[src/rtl/dseq_pkg.sv]
package dseq_pkg;

  typedef enum logic [1:0] {
    S_IDLE,
    S_ROW,
    S_COL,
    S_PRE
  } seqState_t;

  // strobes from control to datapath
  typedef struct packed {
    logic loadReq;  // capture host request
    logic rasOn;    // row strobe active
    logic casOn;    // column strobe active
    logic selCol;   // column address on bus
    logic weWin;    // write window (write enable / data drive)
    logic capRd;    // sample memory data at this edge
  } strobe_t;

  function automatic int cyclesOf(input int ns, input int clkNs);
    return (ns + clkNs - 1) / clkNs;
  endfunction

  function automatic int atLeast(input int v, input int lo);
    return (v < lo) ? lo : v;
  endfunction

endpackage

[src/rtl/dseq_ctrl.sv]
module dseq_ctrl
  import dseq_pkg::*;
#(
  parameter int RCD_CYC = 9,
  parameter int CAC_CYC = 3,
  parameter int PRE_CYC = 8
) (
  input  logic    clk,
  input  logic    rstN,
  input  logic    reqValid,
  input  logic    refreshGrant,
  output logic    reqReady,
  output strobe_t strb
);

  localparam int MAXC  = (RCD_CYC > CAC_CYC) ? ((RCD_CYC > PRE_CYC) ? RCD_CYC : PRE_CYC)
                                             : ((CAC_CYC > PRE_CYC) ? CAC_CYC : PRE_CYC);
  localparam int CNT_W = $clog2(MAXC + 1);

  seqState_t state, stateNxt;
  logic [CNT_W-1:0] cnt, cntNxt;
  logic lastRow, lastCol, lastPre, accept;

  assign lastRow = (cnt == CNT_W'(RCD_CYC - 1));
  assign lastCol = (cnt == CNT_W'(CAC_CYC - 1));
  assign lastPre = (cnt == CNT_W'(PRE_CYC - 1));

  assign reqReady = (state == S_IDLE) && !refreshGrant;
  assign accept   = reqReady && reqValid;

  always_comb begin
    stateNxt = state;
    cntNxt   = cnt + CNT_W'(1);
    unique case (state)
      S_IDLE: begin
        cntNxt = '0;
        if (accept) stateNxt = S_ROW;
      end
      S_ROW: if (lastRow) begin stateNxt = S_COL;  cntNxt = '0; end
      S_COL: if (lastCol) begin stateNxt = S_PRE;  cntNxt = '0; end
      S_PRE: if (lastPre) begin stateNxt = S_IDLE; cntNxt = '0; end
      default: begin stateNxt = S_IDLE; cntNxt = '0; end
    endcase
  end

  always_ff @(posedge clk) begin
    if (!rstN) begin
      state <= S_IDLE;
      cnt   <= '0;
    end else begin
      state <= stateNxt;
      cnt   <= cntNxt;
    end
  end

  always_comb begin
    strb.loadReq = accept;
    strb.rasOn   = (state == S_ROW) || (state == S_COL);
    strb.casOn   = (state == S_COL);
    strb.selCol  = ((state == S_ROW) && lastRow) || (state == S_COL) || (state == S_PRE);
    strb.weWin   = ((state == S_ROW) && lastRow) || (state == S_COL);
    strb.capRd   = (state == S_COL) && lastCol;
  end

  // an accepted request always opens a fresh row phase
  p_accept_row_r2: assert property (@(posedge clk) disable iff (!rstN)
    (reqValid && reqReady) |=> (state == S_ROW && cnt == '0));

  // a refresh grant in idle keeps the sequencer idle
  p_refresh_hold_r9: assert property (@(posedge clk) disable iff (!rstN)
    (state == S_IDLE && refreshGrant) |=> (state == S_IDLE));

  // idle is only reached after a full precharge count
  p_pre_len_r8: assert property (@(posedge clk) disable iff (!rstN)
    (state == S_IDLE && $past(state) == S_PRE) |-> ($past(cnt) == CNT_W'(PRE_CYC - 1)));

endmodule

[src/rtl/dseq_datapath.sv]
module dseq_datapath
  import dseq_pkg::*;
#(
  parameter int ROW_W  = 10,
  parameter int COL_W  = 10,
  parameter int DATA_W = 16,
  parameter int ADDR_W = 10
) (
  input  logic              clk,
  input  logic              rstN,
  input  strobe_t           strb,
  input  logic              reqWrite,
  input  logic [ROW_W-1:0]  reqRow,
  input  logic [COL_W-1:0]  reqCol,
  input  logic [DATA_W-1:0] reqWdata,
  input  logic [DATA_W-1:0] memDin,
  output logic [DATA_W-1:0] rdData,
  output logic              rdValid,
  output logic [ADDR_W-1:0] memAddr,
  output logic              memRasN,
  output logic              memCasN,
  output logic              memWeN,
  output logic [DATA_W-1:0] memDout,
  output logic              memDoutEn
);

  logic [ROW_W-1:0]  rowQ;
  logic [COL_W-1:0]  colQ;
  logic [DATA_W-1:0] wdQ;
  logic              wrQ;

  always_ff @(posedge clk) begin
    if (!rstN) begin
      rowQ    <= '0;
      colQ    <= '0;
      wdQ     <= '0;
      wrQ     <= 1'b0;
      rdData  <= '0;
      rdValid <= 1'b0;
    end else begin
      if (strb.loadReq) begin
        rowQ <= reqRow;
        colQ <= reqCol;
        wdQ  <= reqWdata;
        wrQ  <= reqWrite;
      end
      rdValid <= strb.capRd && !wrQ;
      if (strb.capRd && !wrQ) rdData <= memDin;
    end
  end

  assign memAddr   = strb.selCol ? ADDR_W'(colQ) : ADDR_W'(rowQ);
  assign memRasN   = !strb.rasOn;
  assign memCasN   = !strb.casOn;
  assign memDoutEn = strb.weWin && wrQ;
  assign memWeN    = !memDoutEn;
  assign memDout   = wdQ;

  // column strobe only inside a row strobe
  p_cas_in_ras_r5: assert property (@(posedge clk) disable iff (!rstN)
    !memCasN |-> !memRasN);

  // column address held while column strobe is low
  p_addr_hold_r4: assert property (@(posedge clk) disable iff (!rstN)
    (!memCasN && $past(!memCasN)) |-> $stable(memAddr));

  // write enable already settled when the column strobe falls
  p_we_setup_r7: assert property (@(posedge clk) disable iff (!rstN)
    $fell(memCasN) |-> $stable(memWeN));

  // read valid is a single-cycle pulse
  p_rd_pulse_r6: assert property (@(posedge clk) disable iff (!rstN)
    rdValid |=> !rdValid);

endmodule

[src/rtl/dseq_top.sv]
module dseq_top
  import dseq_pkg::*;
#(
  parameter int ROW_W  = 10,
  parameter int COL_W  = 10,
  parameter int DATA_W = 16,
  parameter int CLK_NS = 5,
  parameter int RAC_NS = 60,
  parameter int CAC_NS = 15,
  parameter int PRE_NS = 40
) (
  input  logic                                   clk,
  input  logic                                   rstN,
  input  logic                                   reqValid,
  output logic                                   reqReady,
  input  logic                                   reqWrite,
  input  logic [ROW_W-1:0]                       reqRow,
  input  logic [COL_W-1:0]                       reqCol,
  input  logic [DATA_W-1:0]                      reqWdata,
  output logic [DATA_W-1:0]                      rdData,
  output logic                                   rdValid,
  input  logic                                   refreshGrant,
  output logic [(ROW_W>COL_W?ROW_W:COL_W)-1:0]   memAddr,
  output logic                                   memRasN,
  output logic                                   memCasN,
  output logic                                   memWeN,
  output logic [DATA_W-1:0]                      memDout,
  output logic                                   memDoutEn,
  input  logic [DATA_W-1:0]                      memDin
);

  localparam int ADDR_W  = (ROW_W > COL_W) ? ROW_W : COL_W;
  localparam int RAC_CYC = atLeast(cyclesOf(RAC_NS, CLK_NS), 3);
  localparam int CAC_CYC = atLeast(cyclesOf(CAC_NS, CLK_NS), 1);
  localparam int RCD_CYC = atLeast(RAC_CYC - CAC_CYC, 2);
  localparam int PRE_CYC = atLeast(cyclesOf(PRE_NS, CLK_NS), 1);

  strobe_t strb;

  dseq_ctrl #(
    .RCD_CYC(RCD_CYC),
    .CAC_CYC(CAC_CYC),
    .PRE_CYC(PRE_CYC)
  ) i_ctrl (
    .clk         (clk),
    .rstN        (rstN),
    .reqValid    (reqValid),
    .refreshGrant(refreshGrant),
    .reqReady    (reqReady),
    .strb        (strb)
  );

  dseq_datapath #(
    .ROW_W (ROW_W),
    .COL_W (COL_W),
    .DATA_W(DATA_W),
    .ADDR_W(ADDR_W)
  ) i_dp (
    .clk      (clk),
    .rstN     (rstN),
    .strb     (strb),
    .reqWrite (reqWrite),
    .reqRow   (reqRow),
    .reqCol   (reqCol),
    .reqWdata (reqWdata),
    .memDin   (memDin),
    .rdData   (rdData),
    .rdValid  (rdValid),
    .memAddr  (memAddr),
    .memRasN  (memRasN),
    .memCasN  (memCasN),
    .memWeN   (memWeN),
    .memDout  (memDout),
    .memDoutEn(memDoutEn)
  );

endmodule

[config.mk]
export PLATFORM = sky130hd
export DESIGN_NAME = dseq_top
export DESIGN_NICKNAME = d
export VERILOG_FILES = /design/src/rtl/dseq_pkg.sv /design/src/rtl/dseq_ctrl.sv /design/src/rtl/dseq_datapath.sv /design/src/rtl/dseq_top.sv
export SDC_FILE = /design/constraint.sdc
export NUM_CORES = 1
export LEC_CHECK = 0
export CAP_MARGIN = 10
export CORE_MARGIN = 4
export CORE_UTILIZATION = 39
export DETAILED_ROUTE_END_ITERATION = 10
export PLACE_DENSITY_LB_ADDON = 0.08
export SLEW_MARGIN = 20
export SYNTH_ARGS = -nofsm -noshare
export SYNTH_HDL_FRONTEND = slang
export SYNTH_HIERARCHICAL = 1
export SYNTH_SLANG_ARGS = --single-unit
export TNS_END_PERCENT = 50
[constraint.sdc]
create_clock -name clk -period 2 [get_ports clk]
set_input_delay 0.5 -clock clk [delete_from_list [all_inputs] [get_ports clk]]
set_output_delay 0.5 -clock clk [all_outputs]
set_load 0.02 [all_outputs]
==> impl_metrics.csv <==
group,metric,value,unit
synthesis,yosysWarnings,6,
sta,holdWs,0.460,ns
critical_path,critPathTopFamily,"flip-flops",
synthesis,synth_cell_type_count,26,
critical_path,crit_slowest_cell,"dfxtp_2",
sta,rsz0062_at_grt,"yes",
place,placed_area,3890,um^2
sta,slew_headroom,74.4,%
final_layout,fin_area,4120,um^2
detailed_routing,vias,2092,
run_status,status,"complete, but fails checks",
pwr,power_density,904,nW/um^2
detailed_routing,drcViolationCount,0,
global_route,antenna_found_initial,0,
detailed_routing,routedWlPerCell,13.2,um
sta,finalCritPeriodShare,113,%
synthesis,synth_most_common_cell,"dfxtp_1",
final_layout,post-route-util,60.9,%
critical_path,worstSetupPathType,"register to primary output",
global_route,grt_max_degree,43,
final_layout,antenna_cells,0,
critical_path,cp_max_fo,5,
final_layout,multi_input_area,1360,um^2
final_layout,stdcell_count,465,
global_route,grt_pass1_wl,10100,um
critical_path,critPathBufInv,2,
critical_path,worst_r2r_path_depth,8,
detailed_routing,dr.pass1.iters,4,
cts,cts_tree,"yes",
sta,hold_viol,0,
place,dp_cells,448,
final_layout,area_growth,52.6,%
critical_path,cp_num_cells,6,
critical_path,path_cells,"buf_6 -> ha_4 -> a31o_4 -> nand2b_4 -> mux2_4 -> buf_6",
synthesis,synth.avg_cell_area,10.4,um^2
critical_path,cp-end-kind,"primary output",
final_layout,regArea,1210,um^2
synthesis,syn_area,2700,um^2
pwr,p_clk_share,28.6,%
sta,setup_violations,11,
min_path,holdPathStages,2,
die,rows,30,
cts,clk_path_buf_depth,2,
place,io_buffers,104,
cts,htreeDepth,3,
synthesis,synth.area.top_cells,"dfxtp_1, mux2i_1, nor2b_1",
pwr,switching_power,1110,uW
sta,drv_slew,0,
cts,cts.sinks,60,
run_status,violations,"negative setup slack",
global_route,grt-ovfl-total,0,
pwr,combPwrFrac,34.8,%
sta,fin_skew,0.00851,ns
sta,timing.fmax,444,MHz
sta,tightest_slew,0.385,ns
critical_path,start_kind,"register",
sta,fin_crit,2.25,ns
synthesis,synth_cells,260,
job,cap_violations,0,
min_path,hp-class,"register to register",
die,dieWidth,91.2,um
die,dieHeight,91.2,um
die,coreArea,6760,um^2
synthesis,synth_top_area_share,44.5,%
pwr,p_sw_share,29.8,%
global_route,grtUsageTotal,15.3,%
critical_path,arrival,1.75,ns
global_route,grt_pass1_vias,2078,
detailed_routing,drt_iter0_markers,29,
synthesis,synth_flop_cell,"dfxtp_1",
detailed_routing,drtAntennaViolNets,0,
synthesis,synth_edf_count,0,
cts,clock-root-buffer,"clkbuf_8",
cts,cts_buffers,9,
detailed_routing,wirelength,6120,um
final_layout,fill_cells,587,
cts,clk_latency,0.33,ns
die,start_util,39.9,%
synthesis,synth_fp_nets,325,
pwr,seq_power_share,36.7,%
die,die-area,8310,um^2
pwr,max-vdd-ir-drop,0.522,mV
synthesis,yosysSeqAreaShare,44.5,%
critical_path,cp.required,1.50,ns
sta,worst_slack,-0.255,ns
critical_path,cpPeakStageDelay,0.33,ns
place,hpwl,4350,um
die,io_pins,105,
pwr,power.total,3720,uW
pwr,intPower,2610,uW
pwr,p_leak,0.00158,uW
critical_path,crit_top_cell,"buf_6",
synthesis,synthArstFlopShare,0,%
synthesis,ys_ff_latch,60,
cts,path_clk_slew,0.07,ns
synthesis,synth_top_area_cell,"dfxtp_1",
place,gp_congestion,0.763,
detailed_routing,vias_per_cell,4.50,
final_layout,drive_gt1_share,20.3,%
final_layout,layout.nets,445,
synthesis,yosys-top-cells-count,"dfxtp_1, mux2i_1, nor2b_1",
==> worst min-delay path: stages (launching register included) <==
cell and delay (ns):
dfxtp_1 0.31, nand2_1 0.05, mux2i_1 0.05
==> path summary, 6_finish.rpt <==
path / startpoint / endpoint / slack, ns
worst max register to register: i_ctrl/state[0] / i_dp/colQ[2] / 0.32
worst min-delay path: i_dp/rdData[12] / i_dp/rdData[12] / 0.46
worst min register to register: i_dp/rdData[12] / i_dp/rdData[12] / 0.46
worst max-delay path: i_ctrl/state[1] / memAddr[0] / -0.25
==> power by group through the flow <==
stage	Clock, uW	Combinational (uW)	Sequential (uW)
2_1_floorplan	0	751	1420
3_3_place_gp	0	1270	1380
3_5_place_dp	0	1280	1380
4_1_cts	1110	1290	1360
5_1_grt	1170	1400	1380
6_report	1060	1290	1360
==> flip-flops by register name (all words and copies together), names as in the netlist <==
register      flops
i_ctrl/cnt        4
i_dp/rdData      16
i_dp/colQ        10
i_ctrl/state      2
i_dp/wrQ          1
i_dp/rowQ        10
i_dp/memDout     16
i_dp/rdValid      1
==> kinds of logic after synthesis <==
family          count (synthesis)  share of synthesized area [%]
buf+inv                        28                           7.42
simple gates                   91                           17.2
compound gates                  6                           1.90
mux                            65                           24.6
xor+xnor                        2                          0.649
flops                          60                           44.5
fa+ha+maj                       8                           3.71
==> cell type report <==
type	count	area share, %
inverters	11	1.06
flip-flops and latches	60	29.3
well taps	80	2.43
repair buffers	125	29.5
clock inverters	4	1.19
multi-input cells	173	33.0
clock buffers	12	3.53
==> layer usage <==
layer	track usage, %	vias up	share of wire (%)
li1	-	1087	-
met1	18.3	948	45
met2	25.3	53	48
met3	5.39	4	6.3
met4	5.65	0	0.80
met5	0	-	0
==> layout by cell type, fill, tap and decap left out, types with 2 or more instances in the layout <==
cell type        instances
a211o_1                  2
nor2b_1                 39
nand2b_4                 2
mux2i_1                 55
ha_2                     3
buf_2                    5
buf_12                   3
mux2_2                   9
o21ai_0                  2
inv_2                    2
dfxtp_2                  4
clkinv_2                 2
buf_6                    7
inv_1                    8
nor2_1                   4
clkdlybuf4s50_1         88
nand2_1                 38
clkbuf_8                10
nor2b_2                  2
ha_1                     4
dfxtp_1                 56
buf_4                   20
clkbuf_1                 2
nand3_1                  2
==> per-stage QoR <==
step           worst slack [ns]  TNS [ns]
2_1_floorplan           0.00692         0
3_3_place_gp             -0.476     -4.94
4_1_cts                  -0.283     -2.75
5_1_grt                  -0.331     -3.33
6_report                 -0.255     -2.39
3_5_place_dp             -0.518     -5.50
==> what timing repair did <==
| item | in CTS | in global routing |
|---|---|---|
| cloned | 1 | 0 |
| hold buffers | 0 | 0 |
| setup buffers | 1 | 0 |
| endpoints found under the setup margin | 15 | 13 |
| pin swaps | 2 | 1 |
| gates resized for setup | 78 | 10 |
(Power assumes the default switching activity.)
